===== src/rtl/cfgb_pkg.sv =====
// Package: shared constants and types for the stream-addressed register bank.
// Assumes 16-bit words and a 4-bit register pointer by default.
package cfgb_pkg;
    localparam int DW_DEF = 16;
    localparam int AW_DEF = 4;

    // Command opcodes carried in bits 7:0 of a command word.
    localparam logic [7:0] OP_SETPTR = 8'h0B;
    localparam logic [7:0] OP_WRITE  = 8'h0C;
    localparam logic [7:0] OP_READ   = 8'h0D;

    // Register indices that feed named outputs.
    localparam int IDX_OE   = 0;
    localparam int IDX_OD   = 1;
    localparam int IDX_HW   = 2;
    localparam int IDX_LA   = 3;
    localparam int IDX_ADC  = 10;
    localparam int IDX_PER  = 12;
    localparam int NPER     = 4;

    // Strobe bit positions inside the analyzer register.
    localparam int BIT_LACLR = 3;
    localparam int BIT_SMRST = 7;

    // Meaning of data words under the current command.
    typedef enum logic [1:0] {
        M_IDLE  = 2'd0,
        M_PTR   = 2'd1,
        M_WR    = 2'd2,
        M_RDN   = 2'd3
    } mode_e;
endpackage


===== src/rtl/cfgb_seq.sv =====
// Module: command sequencer. Tracks the current command mode, owns the
// register pointer and the read-burst counter, and issues write and
// read strobes. Assumes one input word per cycle at most; words are
// dropped while a burst is in progress.
module cfgb_seq
    import cfgb_pkg::*;
#(
    parameter int AW = AW_DEF,
    parameter int DW = DW_DEF,
    parameter int CW = AW + 1
) (
    input  logic          clk,
    input  logic          rst_n,
    input  logic          in_valid,
    input  logic          in_is_cmd,
    input  logic [DW-1:0] in_word,
    output logic          wr_en,
    output logic [AW-1:0] wr_addr,
    output logic [DW-1:0] wr_data,
    output logic          rd_en,
    output logic [AW-1:0] rd_addr,
    output logic          busy,
    output logic [AW-1:0] ptr_o
);
    localparam logic [AW-1:0] PTR_ONE = AW'(1);
    localparam logic [CW-1:0] CNT_ONE = CW'(1);

    mode_e         mode;
    logic [AW-1:0] ptr;
    logic [CW-1:0] remain;
    logic          accept;

    // Decode acceptance and the strobes for this cycle.
    always_comb begin
        busy    = (remain != '0);
        accept  = in_valid && !busy;
        wr_en   = accept && !in_is_cmd && (mode == M_WR);
        wr_addr = ptr;
        wr_data = in_word;
        rd_en   = busy;
        rd_addr = ptr;
        ptr_o   = ptr;
    end

    // Update mode, pointer and burst counter.
    always_ff @(posedge clk) begin
        if (!rst_n) begin
            mode   <= M_IDLE;
            ptr    <= '0;
            remain <= '0;
        end else if (busy) begin
            ptr    <= ptr + PTR_ONE;
            remain <= remain - CNT_ONE;
        end else if (accept) begin
            if (in_is_cmd) begin
                case (in_word[7:0])
                    OP_SETPTR: mode <= M_PTR;
                    OP_WRITE:  mode <= M_WR;
                    OP_READ:   mode <= M_RDN;
                    default:   mode <= M_IDLE;
                endcase
            end else begin
                case (mode)
                    M_PTR:   ptr    <= in_word[AW-1:0];
                    M_WR:    ptr    <= ptr + PTR_ONE;
                    M_RDN:   remain <= in_word[CW-1:0];
                    default: ;
                endcase
            end
        end
    end
endmodule


===== src/rtl/cfgb_regs.sv =====
// Module: register storage. One word per register, built by a generate
// loop. The register picked by PULSE_REG clears its PULSE_MASK bits one
// cycle after they are written. Read data is combinational from rd_addr.
module cfgb_regs
    import cfgb_pkg::*;
#(
    parameter int            AW         = AW_DEF,
    parameter int            DW         = DW_DEF,
    parameter int            PULSE_REG  = IDX_LA,
    parameter logic [DW-1:0] PULSE_MASK = DW'((1 << BIT_LACLR) | (1 << BIT_SMRST))
) (
    input  logic                    clk,
    input  logic                    rst_n,
    input  logic                    wr_en,
    input  logic [AW-1:0]           wr_addr,
    input  logic [DW-1:0]           wr_data,
    input  logic [AW-1:0]           rd_addr,
    output logic [DW-1:0]           rd_data,
    output logic [(1<<AW)*DW-1:0]   flat
);
    localparam int NREG = 1 << AW;

    logic [DW-1:0] q [NREG];

    for (genvar i = 0; i < NREG; i++) begin : g_reg
        localparam logic [AW-1:0] IDX = AW'(i);
        localparam logic [DW-1:0] CLR = (i == PULSE_REG) ? PULSE_MASK : '0;

        // Store a write to this register, otherwise drop its strobe bits.
        always_ff @(posedge clk) begin
            if (!rst_n) begin
                q[i] <= '0;
            end else if (wr_en && (wr_addr == IDX)) begin
                q[i] <= wr_data;
            end else begin
                q[i] <= q[i] & ~CLR;
            end
        end

        assign flat[i*DW +: DW] = q[i];
    end

    // Select the word addressed by the read pointer.
    always_comb rd_data = q[rd_addr];
endmodule


===== src/rtl/cfgb_rdout.sv =====
// Module: read-back output stage. Registers the selected word and its
// valid flag so the FIFO interface is driven straight from flops.
module cfgb_rdout
    import cfgb_pkg::*;
#(
    parameter int DW = DW_DEF
) (
    input  logic          clk,
    input  logic          rst_n,
    input  logic          rd_en,
    input  logic [DW-1:0] rd_data,
    output logic          rd_valid,
    output logic [DW-1:0] rd_word
);
    // Capture one word per cycle while a burst is active.
    always_ff @(posedge clk) begin
        if (!rst_n) begin
            rd_valid <= 1'b0;
            rd_word  <= '0;
        end else begin
            rd_valid <= rd_en;
            if (rd_en) rd_word <= rd_data;
        end
    end
endmodule


===== src/rtl/cfgb_bank.sv =====
// Module: top of the stream-addressed configuration register bank.
// Ties the sequencer, storage and read-back stage together and fans
// the stored words out to named configuration outputs. Assumes AW >= 4
// so that every named register index exists.
module cfgb_bank
    import cfgb_pkg::*;
#(
    parameter int PINS = 8,
    parameter int AW   = AW_DEF,
    parameter int DW   = DW_DEF
) (
    input  logic                  clk,
    input  logic                  rst_n,
    input  logic                  in_valid,
    input  logic                  in_is_cmd,
    input  logic [DW-1:0]         in_word,
    output logic                  rd_valid,
    output logic [DW-1:0]         rd_word,
    output logic [PINS-1:0]       pin_oe,
    output logic [PINS-1:0]       pin_od,
    output logic                  pullup_en,
    output logic [DW-1:0]         la_cfg,
    output logic                  la_clr,
    output logic                  sm_rst,
    output logic [1:0]            mem_cs,
    output logic                  adc_cal,
    output logic [NPER*DW-1:0]    periph_cfg,
    output logic [(1<<AW)*DW-1:0] cfg_all
);
    localparam int NREG = 1 << AW;
    localparam int CW   = AW + 1;

    logic          wr_en;
    logic [AW-1:0] wr_addr;
    logic [DW-1:0] wr_data;
    logic          rd_en;
    logic [AW-1:0] rd_addr;
    logic [DW-1:0] rd_data;
    logic          busy;
    logic [AW-1:0] ptr;
    logic [NREG*DW-1:0] flat;

    cfgb_seq #(.AW(AW), .DW(DW), .CW(CW)) u_seq (
        .clk       (clk),
        .rst_n     (rst_n),
        .in_valid  (in_valid),
        .in_is_cmd (in_is_cmd),
        .in_word   (in_word),
        .wr_en     (wr_en),
        .wr_addr   (wr_addr),
        .wr_data   (wr_data),
        .rd_en     (rd_en),
        .rd_addr   (rd_addr),
        .busy      (busy),
        .ptr_o     (ptr)
    );

    cfgb_regs #(.AW(AW), .DW(DW)) u_regs (
        .clk     (clk),
        .rst_n   (rst_n),
        .wr_en   (wr_en),
        .wr_addr (wr_addr),
        .wr_data (wr_data),
        .rd_addr (rd_addr),
        .rd_data (rd_data),
        .flat    (flat)
    );

    cfgb_rdout #(.DW(DW)) u_rdout (
        .clk      (clk),
        .rst_n    (rst_n),
        .rd_en    (rd_en),
        .rd_data  (rd_data),
        .rd_valid (rd_valid),
        .rd_word  (rd_word)
    );

    // Fan stored words out to the named configuration outputs.
    always_comb begin
        cfg_all    = flat;
        pin_oe     = flat[IDX_OE*DW +: PINS];
        pin_od     = flat[IDX_OD*DW +: PINS];
        pullup_en  = flat[IDX_HW*DW];
        la_cfg     = flat[IDX_LA*DW +: DW];
        la_clr     = flat[IDX_LA*DW + BIT_LACLR];
        sm_rst     = flat[IDX_LA*DW + BIT_SMRST];
        mem_cs     = flat[IDX_LA*DW + 8 +: 2];
        adc_cal    = flat[IDX_ADC*DW];
        periph_cfg = flat[IDX_PER*DW +: NPER*DW];
    end
endmodule


===== config.mk =====
export PLATFORM = sky130hd
export DESIGN_NAME = cfgb_bank
export DESIGN_NICKNAME = d
export VERILOG_FILES = /design/src/rtl/cfgb_pkg.sv /design/src/rtl/cfgb_seq.sv /design/src/rtl/cfgb_regs.sv /design/src/rtl/cfgb_rdout.sv /design/src/rtl/cfgb_bank.sv
export SDC_FILE = /design/constraint.sdc
export NUM_CORES = 1
export LEC_CHECK = 0
export ABC_AREA = 1
export BUFFER_PORTS_ARGS = -buffer_cell sky130_fd_sc_hd__clkbuf_2
export CORE_UTILIZATION = 33
export DETAILED_ROUTE_END_ITERATION = 8
export SYNTH_ARGS = -nofsm -noshare
export SYNTH_HDL_FRONTEND = slang
export SYNTH_SLANG_ARGS = --single-unit

===== constraint.sdc =====
create_clock -name clk -period 2.9 [get_ports clk]
set_input_delay 0.145 -clock clk [delete_from_list [all_inputs] [get_ports clk]]
set_output_delay 0.145 -clock clk [all_outputs]
set_load 0.05 [all_outputs]

Word-level counts from Yosys, hierarchy flattened

Memories as Yosys holds them, arrays and structs flattened. A register that Yosys moved wholly into a read port is not among the register bits.
Index checks and enable logic that the tools add are counted.

Eq/ne operators: 22
Reductions and logical operators: 30
Add/subtract/negate cells: 2
Bitwise logic cells: 33
Muxes and demuxes: 138

Operator list:

| cell                                                                     | count |
|---|---|
| 16-bit two-way mux                                                       | 32 |
| 1-bit two-way mux                                                        | 97 |
| 4-bit == test (second input constant)                                    | 8 |
| 1-bit OR                                                                 | 32 |
| 8-bit by 4-bit == test with 1-bit output (second input constant)         | 3 |
| 5-bit two-way mux                                                        | 4 |
| 1-bit logical AND                                                        | 19 |
| 4-bit by 3-bit == test with 1-bit output (second input constant)         | 4 |
| 4-bit two-way mux                                                        | 3 |
| 3-bit AND reduction                                                      | 3 |
| 4-bit by 2-bit == test with 1-bit output (second input constant)         | 2 |
| 4-bit case mux with 2 select lines                                       | 1 |
| 2-bit case mux with 3 select lines                                       | 1 |
| 5-bit nonzero test                                                       | 1 |
| 5-bit by 1-bit subtractor with 5-bit output (second input constant)      | 1 |
| 4-bit by 1-bit adder with 4-bit output (second input constant)           | 1 |
| 2-bit == test (second input constant)                                    | 2 |
| 4-bit by 1-bit == test with 1-bit output (second input constant)         | 1 |
| 4-bit zero test                                                          | 1 |
| 2-bit nonzero test                                                       | 2 |
| 1-bit zero test                                                          | 3 |
| 3-bit nonzero test                                                       | 1 |
| 2-bit by 1-bit == test with 1-bit output (second input constant)         | 1 |
| 2-bit by 1-bit inequality test with 1-bit output (second input constant) | 1 |
| 1-bit NOT                                                                | 1 |

Input port bits: 20
Memories kept: 1
Logic and storage cells: 230
Bits in writable memories: 256
Output and inout port bits: 375
Flip-flop bits (word level): 12

Memory list:

| memory   | depth | bits a word | rd ports | clocked after Yosys merged registers in | wr ports | RTL line        | text |
|---|---|---|---|---|---|---|---|
| u_regs.q | 16    | 16          | 17       | 1                                       | 16       | cfgb_regs.sv:23 | `logic [DW-1:0] q [NREG];` |

Depth between registers and ports, before layout

Gate-level depths: netlist (run 1).

Depth in word-level cells: 11
Depth in mapped cells: 10
Mapped depth without buffers: 9

Hierarchy

Synthesis (run 1) repeated with hierarchy kept, for this count alone.

Cell total of the unflattened synthesis: 1,756
Area, all modules: 14,850.5 sq um

Modules (own cells, without submodules):

| module     | cells an instance | times used | seq. area each (sq um) | area each (sq um) |
|---|---|---|---|---|
| cfgb_regs  | 1,403             | 1          | 7,687.4                | 12,431.9 |
| cfgb_seq   | 146               | 1          | 220.2                  | 930.9 |
| cfgb_bank  | 102               | 1          | 0.0                    | 765.7 |
| cfgb_rdout | 105               | 1          | 340.3                  | 721.9 |

Worst setup path before layout (run 1)

Ideal clock, no wire load.

Path type: flip-flop to flip-flop
Start: reg u_seq.ptr[1] (netlist: u_seq.ptr_o[1])
End: mem u_regs.q[13][0] in the netlist's numbering, enable pin
Clock period less this slack: 2.307 ns
Data arrival time: 1.936 ns
Data required time: 2.528 ns
Cell stages (with the launch flop): 10
Path buffers: 3
Setup slack: 0.593 ns
Setup time: 0.372 ns
Cell sequence: dfxtp_1 inv_1 buf_2 buf_1 ha_1 inv_1 nor2_4 nand2_2 buf_6 nand2_1

RTL lines:

| item                     | RTL line        | text |
|---|---|---|
| start: declaration       | cfgb_seq.sv:29  | `logic [AW-1:0] ptr;` |
| start signal: assignment | cfgb_seq.sv:52  | `ptr <= ptr + PTR_ONE;` |
| start signal: assignment | cfgb_seq.sv:64  | `M_PTR: ptr <= in_word[AW-1:0];` |
| start signal: assignment | cfgb_seq.sv:65  | `M_WR: ptr <= ptr + PTR_ONE;` |
| end: declaration         | cfgb_regs.sv:23 |  |

==> qor.yml, run 1 <==
cells_and_area:
  final_area_mm2: 0.0171
  drive_gt1_share_pct: 26.7
  nets: 1926
  areaGrowthSynthToFinish_pct: 20.5
  regArea_mm2: 0.00825
  layout.cells.non_filler: 2464
  fin_util_pct: 40.6
  multi_input_area_mm2: 0.00399
  n_antenna_cell: 0
  nFillCells: 4227
synth:
  netlist.area_leader.share_pct: 54.2
  post_synth_num_cell_types: 28
  yosys-top-cells-count: "377 x nand2_1, 331 x nor2_1, 256 x edfxtp_1"
  synth-edff-count: 256
  avgSynthCellArea_um2: 8.80
  synth_seq_cells: 284
  synthTopCellsByArea: "edfxtp_1 54%, nand2_1 10%, nor2_1 8.8%"
  synth.most_common_cell: "nand2_1"
  synth_ff_type: "edfxtp_1"
  ys_warn_count: 0
  synth_seq_area_share_pct: 58.1
  postSynthCellCount: 1611
  synth_area_mm2: 0.0142
  async_flop_share_pct: 0
  synth_top_cell_by_area: "edfxtp_1"
clock_network:
  path_clk_slew_ns: 0.06
  cts_made_buffers: 35
  htree_levels: 2
  cts_tree: "yes"
  cts.sinks: 284
  clockBufferDepth: 3
  insertion_delay_ns: 0.52
  root_buffer: "clkbuf_16"
  cts_resized: 0
detailed_routing:
  drt_pass1_iterations: 5
  ant_nets: 0
  wirelength_um: 54000
  vias_per_cell: 4.91
  vias: 12100
  wl_per_cell_um: 21.9
  route.detailed.drc: 0
  drt_iter0_drc: 1298
grt:
  met3_usage_pct: 5.39
  met2_usage_pct: 39.3
  met1_usage_pct: 31.6
  grt_pass1_vias: 11400
  antenna_found_initial: 0
  grt_max_degree: 79
  grt-busiest-layer: "met2"
  gr-total-overflow: 0
  grt_pass1_wl_um: 76800
  grt_usage_pct: 24.2
setup_path:
  crit_chain: "inv_1 > ha_1 > nand3_1 > inv_2 > nand4_4 > nor2_4 > nand2_2 > nand2_1"
  slowest_stage: "nand2_1"
  path_class: "reg2reg"
  critPathCaptureType: "flop"
  slowest_delay_ns: 0.59
  cp.arrival_ns: 2.49
  rrSetupSlack_ns: 0.55
  cp.required_ns: 3.04
  crit_start: "u_seq.remain[0]"
  worst-path-max-fanout: 16
  start_kind: "flop"
  r2r-start: "u_seq.remain[0]"
hold_path:
  worstHoldStart: "in_word[0]"
  holdCritPathClass: "in2reg"
outcome:
  status: "complete, no violations"
pwr:
  power_density_mw_per_mm2: 825
  peakVddDrop_uv: 613
  p_leak_nw: 8.04
  design_power_total_mw: 14.1
die:
  die_y_um: 209
  fp-row-count: 75
  core_mm2: 0.0421
  start_util_pct: 33.7
  top_level_ports: 395
  die_x_um: 209
  die_area_mm2: 0.0438
placement:
  dpl.cell_count: 2398
  gp_congestion: 0.902
  hpwl_um: 39900
  dp_slack_ns: 0.528
  placed_area_mm2: 0.0159
  numPortBuffers: 394
timing:
  fin_crit_sh_pct: 81.0
  setup_viol: 0
  rsz0062_at_grt: "false"
  setup_ws_ns: 0.552
  fmax_mhz: 426
  period_needed_ns: 2.35
  worst_slew_pin_slew_ns: 1.20
  finalMaxSlewViolations: 0
  finClkSkew_ns: 0.0181
  fin_tns_setup_ns: 0
  slew-limit-headroom_pct: 19.6
  hold_viol: 0
  whs_ns: 0.0200
flow_run:
  timing.max_cap.violations: 0
[worst paths after layout]
kind | to | cells after the start
worst min-delay path | u_seq.ptr_o[0] | 5
worst max-delay path | u_regs.q[9][3] | 8
worst max register to register | u_regs.q[9][3] | 8
worst min register to register | u_seq.remain[4] | 2
[worst max-delay path, delay by kind of cell, from the launching register on]
kind                       cells  cell delay, ns
and+or+nand+nor                5            1.25
DFF                            1            0.32
buffers and inverters          2            0.20
adders and majority gates      1            0.20
[metal layers]
| layer | part of all wire (%) | vias up |
|---|---|---|
| li1 | - | 5537 |
| met1 | 40 | 5787 |
| met2 | 47 | 688 |
| met3 | 9.8 | 98 |
| met4 | 3.5 | 0 |
| met5 | 0 | - |
[cell usage in the layout, fill, tap and decap left out, types with 2 or more instances in the layout]
cell / instances
nand2_1: 377
nand3_1: 139
edfxtp_1: 256
bufinv_16: 3
o21ai_1: 5
inv_1: 186
clkbuf_16: 36
buf_4: 46
dlygate4sd3_1: 3
ha_1: 7
nor2_4: 4
inv_6: 2
a21oi_1: 5
clkbuf_1: 11
clkbuf_2: 394
nand2_2: 15
clkinv_1: 3
xor2_1: 4
clkinv_2: 6
conb_1: 2
nor2_1: 331
o21ai_0: 50
dfxtp_1: 26
inv_2: 2
[cell families (layout without fill, tap and decap cells)]
family / Yosys count / after routing / synth area share (%)
adder cells (fa/ha/maj): 7 / 7 / 0.617
AO/OA/AOI/OAI: 63 / 63 / 2.28
other: 1 / 2 / 0.0264
AND/OR/NAND/NOR: 869 / 869 / 24.8
XOR/XNOR: 5 / 5 / 0.309
buffers and inverters: 382 / 695 / 13.8
flip-flops: 284 / 284 / 58.1
[flip-flops by register name, indices dropped and copies added (netlist names)]
name,flops
u_seq.remain,5
u_rdout.rd_valid,1
u_rdout.rd_word,16
u_regs.q,256
u_seq.mode,2
u_seq.ptr_o,4
[power breakdown]
| part | internal [mW] | switching, mW |
|---|---|---|
| clock network | 2.57 | 1.74 |
| registers | 4.74 | 0.311 |
| logic | 1.12 | 3.62 |
| total | 8.43 | 5.67 |
[what timing repair did]
action	CTS	global route
hold endpoints to repair	3	0
setup buffers	0	0
hold buffers	3	0
[layout make-up]
cell class,instances,share of cell area (%)
Inverter,189,4.16
Sequential cell,284,48.3
Clock buffer,47,5.51
Tap cell,539,3.95
Clock inverter,16,1.03
Multi-Input combinational cell,946,23.3
Timing Repair Buffer,443,13.7
No activity file was read; power rests on OpenSTA's default activity.
==> run 2: changes to the inputs <==
ABC_AREA = 0   (was 1)
clock period = 2.2 ns   (was 2.9 ns; I/O delays follow)
==> qor.yml, run 2 <==
grt:
  grt_pass1_wl_um: 61200
  grt_max_degree: 55
  grt_pass1_vias: 8872
  gr-total-overflow: 0
  grt_usage_pct: 20.8
  antenna_found_initial: 0
synth:
  synth_compound_area_share_pct: 2.65
  async_flop_share_pct: 0
  synth_top_cell_by_area: "edfxtp_1"
  synth_seq_cells: 284
  postSynthCellCount: 971
  synth.most_common_cell: "edfxtp_1"
  synth_top_family_by_area: "multiplexers"
  synthMuxAreaShare_pct: 13.8
  ys_warn_count: 0
  synth-edff-count: 256
  synth-xor-area-share_pct: 0.135
  yosys.area_share.simple_pct: 10.6
  synth_fa_ha_area_share_pct: 0.674
  yosys-top-cells-count: "256 x edfxtp_1, 247 x nor2_1, 103 x buf_4"
  avgSynthCellArea_um2: 13.4
  synth_seq_area_share_pct: 63.4
  netlist.area_leader.share_pct: 59.1
  synth_area_mm2: 0.0130
  synthTopCellsByArea: "edfxtp_1 59%, mux4_2 11%, nor2_1 7.1%"
  synth_ff_type: "edfxtp_1"
  post_synth_num_cell_types: 45
setup_path:
  critPathCaptureType: "flop"
  cp.arrival_ns: 2.36
  path_class: "reg2reg"
  start_kind: "flop"
  cp.required_ns: 2.37
  worst-path-max-fanout: 16
timing:
  rsz0062_at_grt: "true"
  hold_viol: 0
  setup_viol: 0
  fmax_mhz: 456
  finClkSkew_ns: 0.0106
  fin_crit_sh_pct: 99.7
  finalMaxSlewViolations: 0
  worst_slew_pin_slew_ns: 0.754
  period_needed_ns: 2.19
  slew-limit-headroom_pct: 49.6
cells_and_area:
  layout_commonest_cell: "clkbuf_2"
  reg_top3: "u_regs.q x256, u_rdout.rd_word x16, u_seq.remain x5"
  n_antenna_cell: 0
  drive_gt1_share_pct: 46.5
  largest_reg_flops: 256
  nets: 1321
  final_cell_mix: "393 x clkbuf_2, 256 x edfxtp_1, 244 x nor2_1"
  nFillCells: 3727
  top_register: "u_regs.q"
  areaGrowthSynthToFinish_pct: 26.9
  final_area_mm2: 0.0165
detailed_routing:
  vias: 9107
  drt_iter0_drc: 808
  vias_per_cell: 4.96
  ant_nets: 0
  wl_per_cell_um: 23.5
  wirelength_um: 43100
  drt_pass1_iterations: 5
  route.detailed.drc: 0
pwr:
  p_sw_share_pct: 35.1
  p_leak_nw: 6.81
  p_seq_share_pct: 37.1
  switchingPower_mw: 6.32
  peakVddDrop_uv: 513
  clock_power_share_pct: 30.5
  power.internal_mw: 11.7
  design_power_total_mw: 18.0
  power_frac_comb_pct: 32.4
  power_density_mw_per_mm2: 1090
placement:
  hpwl_um: 31400
  numPortBuffers: 394
  placed_area_mm2: 0.0152
  gp_congestion: 0.864
die:
  die_area_mm2: 0.0402
  die_x_um: 200
  start_util_pct: 33.6
  fp-row-count: 72
  top_level_ports: 395
  core_mm2: 0.0387
  die_y_um: 200
clock_network:
  path_clk_slew_ns: 0.06
  cts_made_buffers: 34
  cts.sinks: 284
  htree_levels: 2
  clockBufferDepth: 3
  root_buffer: "clkbuf_16"
  cts_tree: "yes"
  insertion_delay_ns: 0.51
outcome:
  status: "complete, no violations"
hold_path:
  holdCritPathClass: "in2reg"
flow_run:
  timing.max_cap.violations: 0
run 2: logic make-up after synthesis:
logic type               count (synthesis)
AND/OR/NAND/NOR                        335
XOR/XNOR                                 2
multiplexers                            99
buffers and inverters                  193
flip-flops                             284
AO/OA/AOI/OAI                           50
other                                    1
adder cells (fa/ha/maj)                  7
run 2: stage by stage:
stage / setup WS (ns) / TNS (ns) / hold slack, ns / cells / utilization, %
6_report: 0.00745 / 0 / 0.0456 / 1836 / 42.6
3_5_place_dp: -0.0650 / -3.43 / 0.406 / 1761 / 39.2
4_1_cts: -0.00249 / -0.00536 / 0.0318 / 1830 / 42.2
2_1_floorplan: -0.0342 / -1.01 / 0.257 / 972 / -
5_1_grt: -0.0478 / -4.55 / 0.0486 / 1836 / 42.6
3_3_place_gp: -0.0473 / -2.62 / 0.409 / 1761 / 39.2
run 2: area by class of cell:
class	instances	area, um^2	area share, %
well taps	518	648	3.93
repair buffers	451	2560	15.5
flip-flops and latches	284	8260	50.0
inverters	26	97.6	0.591
clock inverters	15	126	0.766
multi-input cells	497	3860	23.4
clock buffers	45	956	5.79
run 2: per-layer routing:
layer	up-vias	wire length, um	GRT usage (%)
met5	-	0	0
met4	0	525	4.09
met3	42	3060	4.46
met2	414	21400	35.1
met1	4618	18100	27.7
li1	4033	-	-
run 2: worst paths after layout:
| check | start | endpoint | slack, ns | cells after the start |
|---|---|---|---|---|
| worst max register to register | u_seq.remain[1] | u_regs.q[4][9] | 0.007 | 6 |
| worst max-delay path | u_seq.remain[1] | u_regs.q[4][9] | 0.007 | 6 |
| worst min-delay path | rst_n | u_seq.remain[4] | 0.05 | 3 |
| worst min register to register | u_rdout.rd_word[4] | u_rdout.rd_word[4] | 0.49 | 1 |
run 2: what timing repair did:
action	CTS	global route
buffers inserted	0	2
hold buffers	9	0
setup endpoints to repair	92	266
endpoints found under the hold margin	7	0
gates resized for setup	2	21
gates cloned	0	4
pin swaps	1	6
run 2: power by group through the flow:
stage               Sequential [mW]  Clock (mW)  Combinational [mW]
finish                         6.68        5.49                5.84
global route                   6.72        5.78                6.18
CTS                            6.66        5.57                5.84
detailed placement             6.77           0                5.79
global placement               6.76           0                5.76
floorplan                      7.74           0                3.12
run 2: critical path: stages (launching register included):
cell and delay [ns]:
dfxtp_2 0.33, inv_2 0.07, ha_4 0.15, or4b_4 0.54
nor3_4 0.32, nand2_2 0.12, nand2_4 0.31
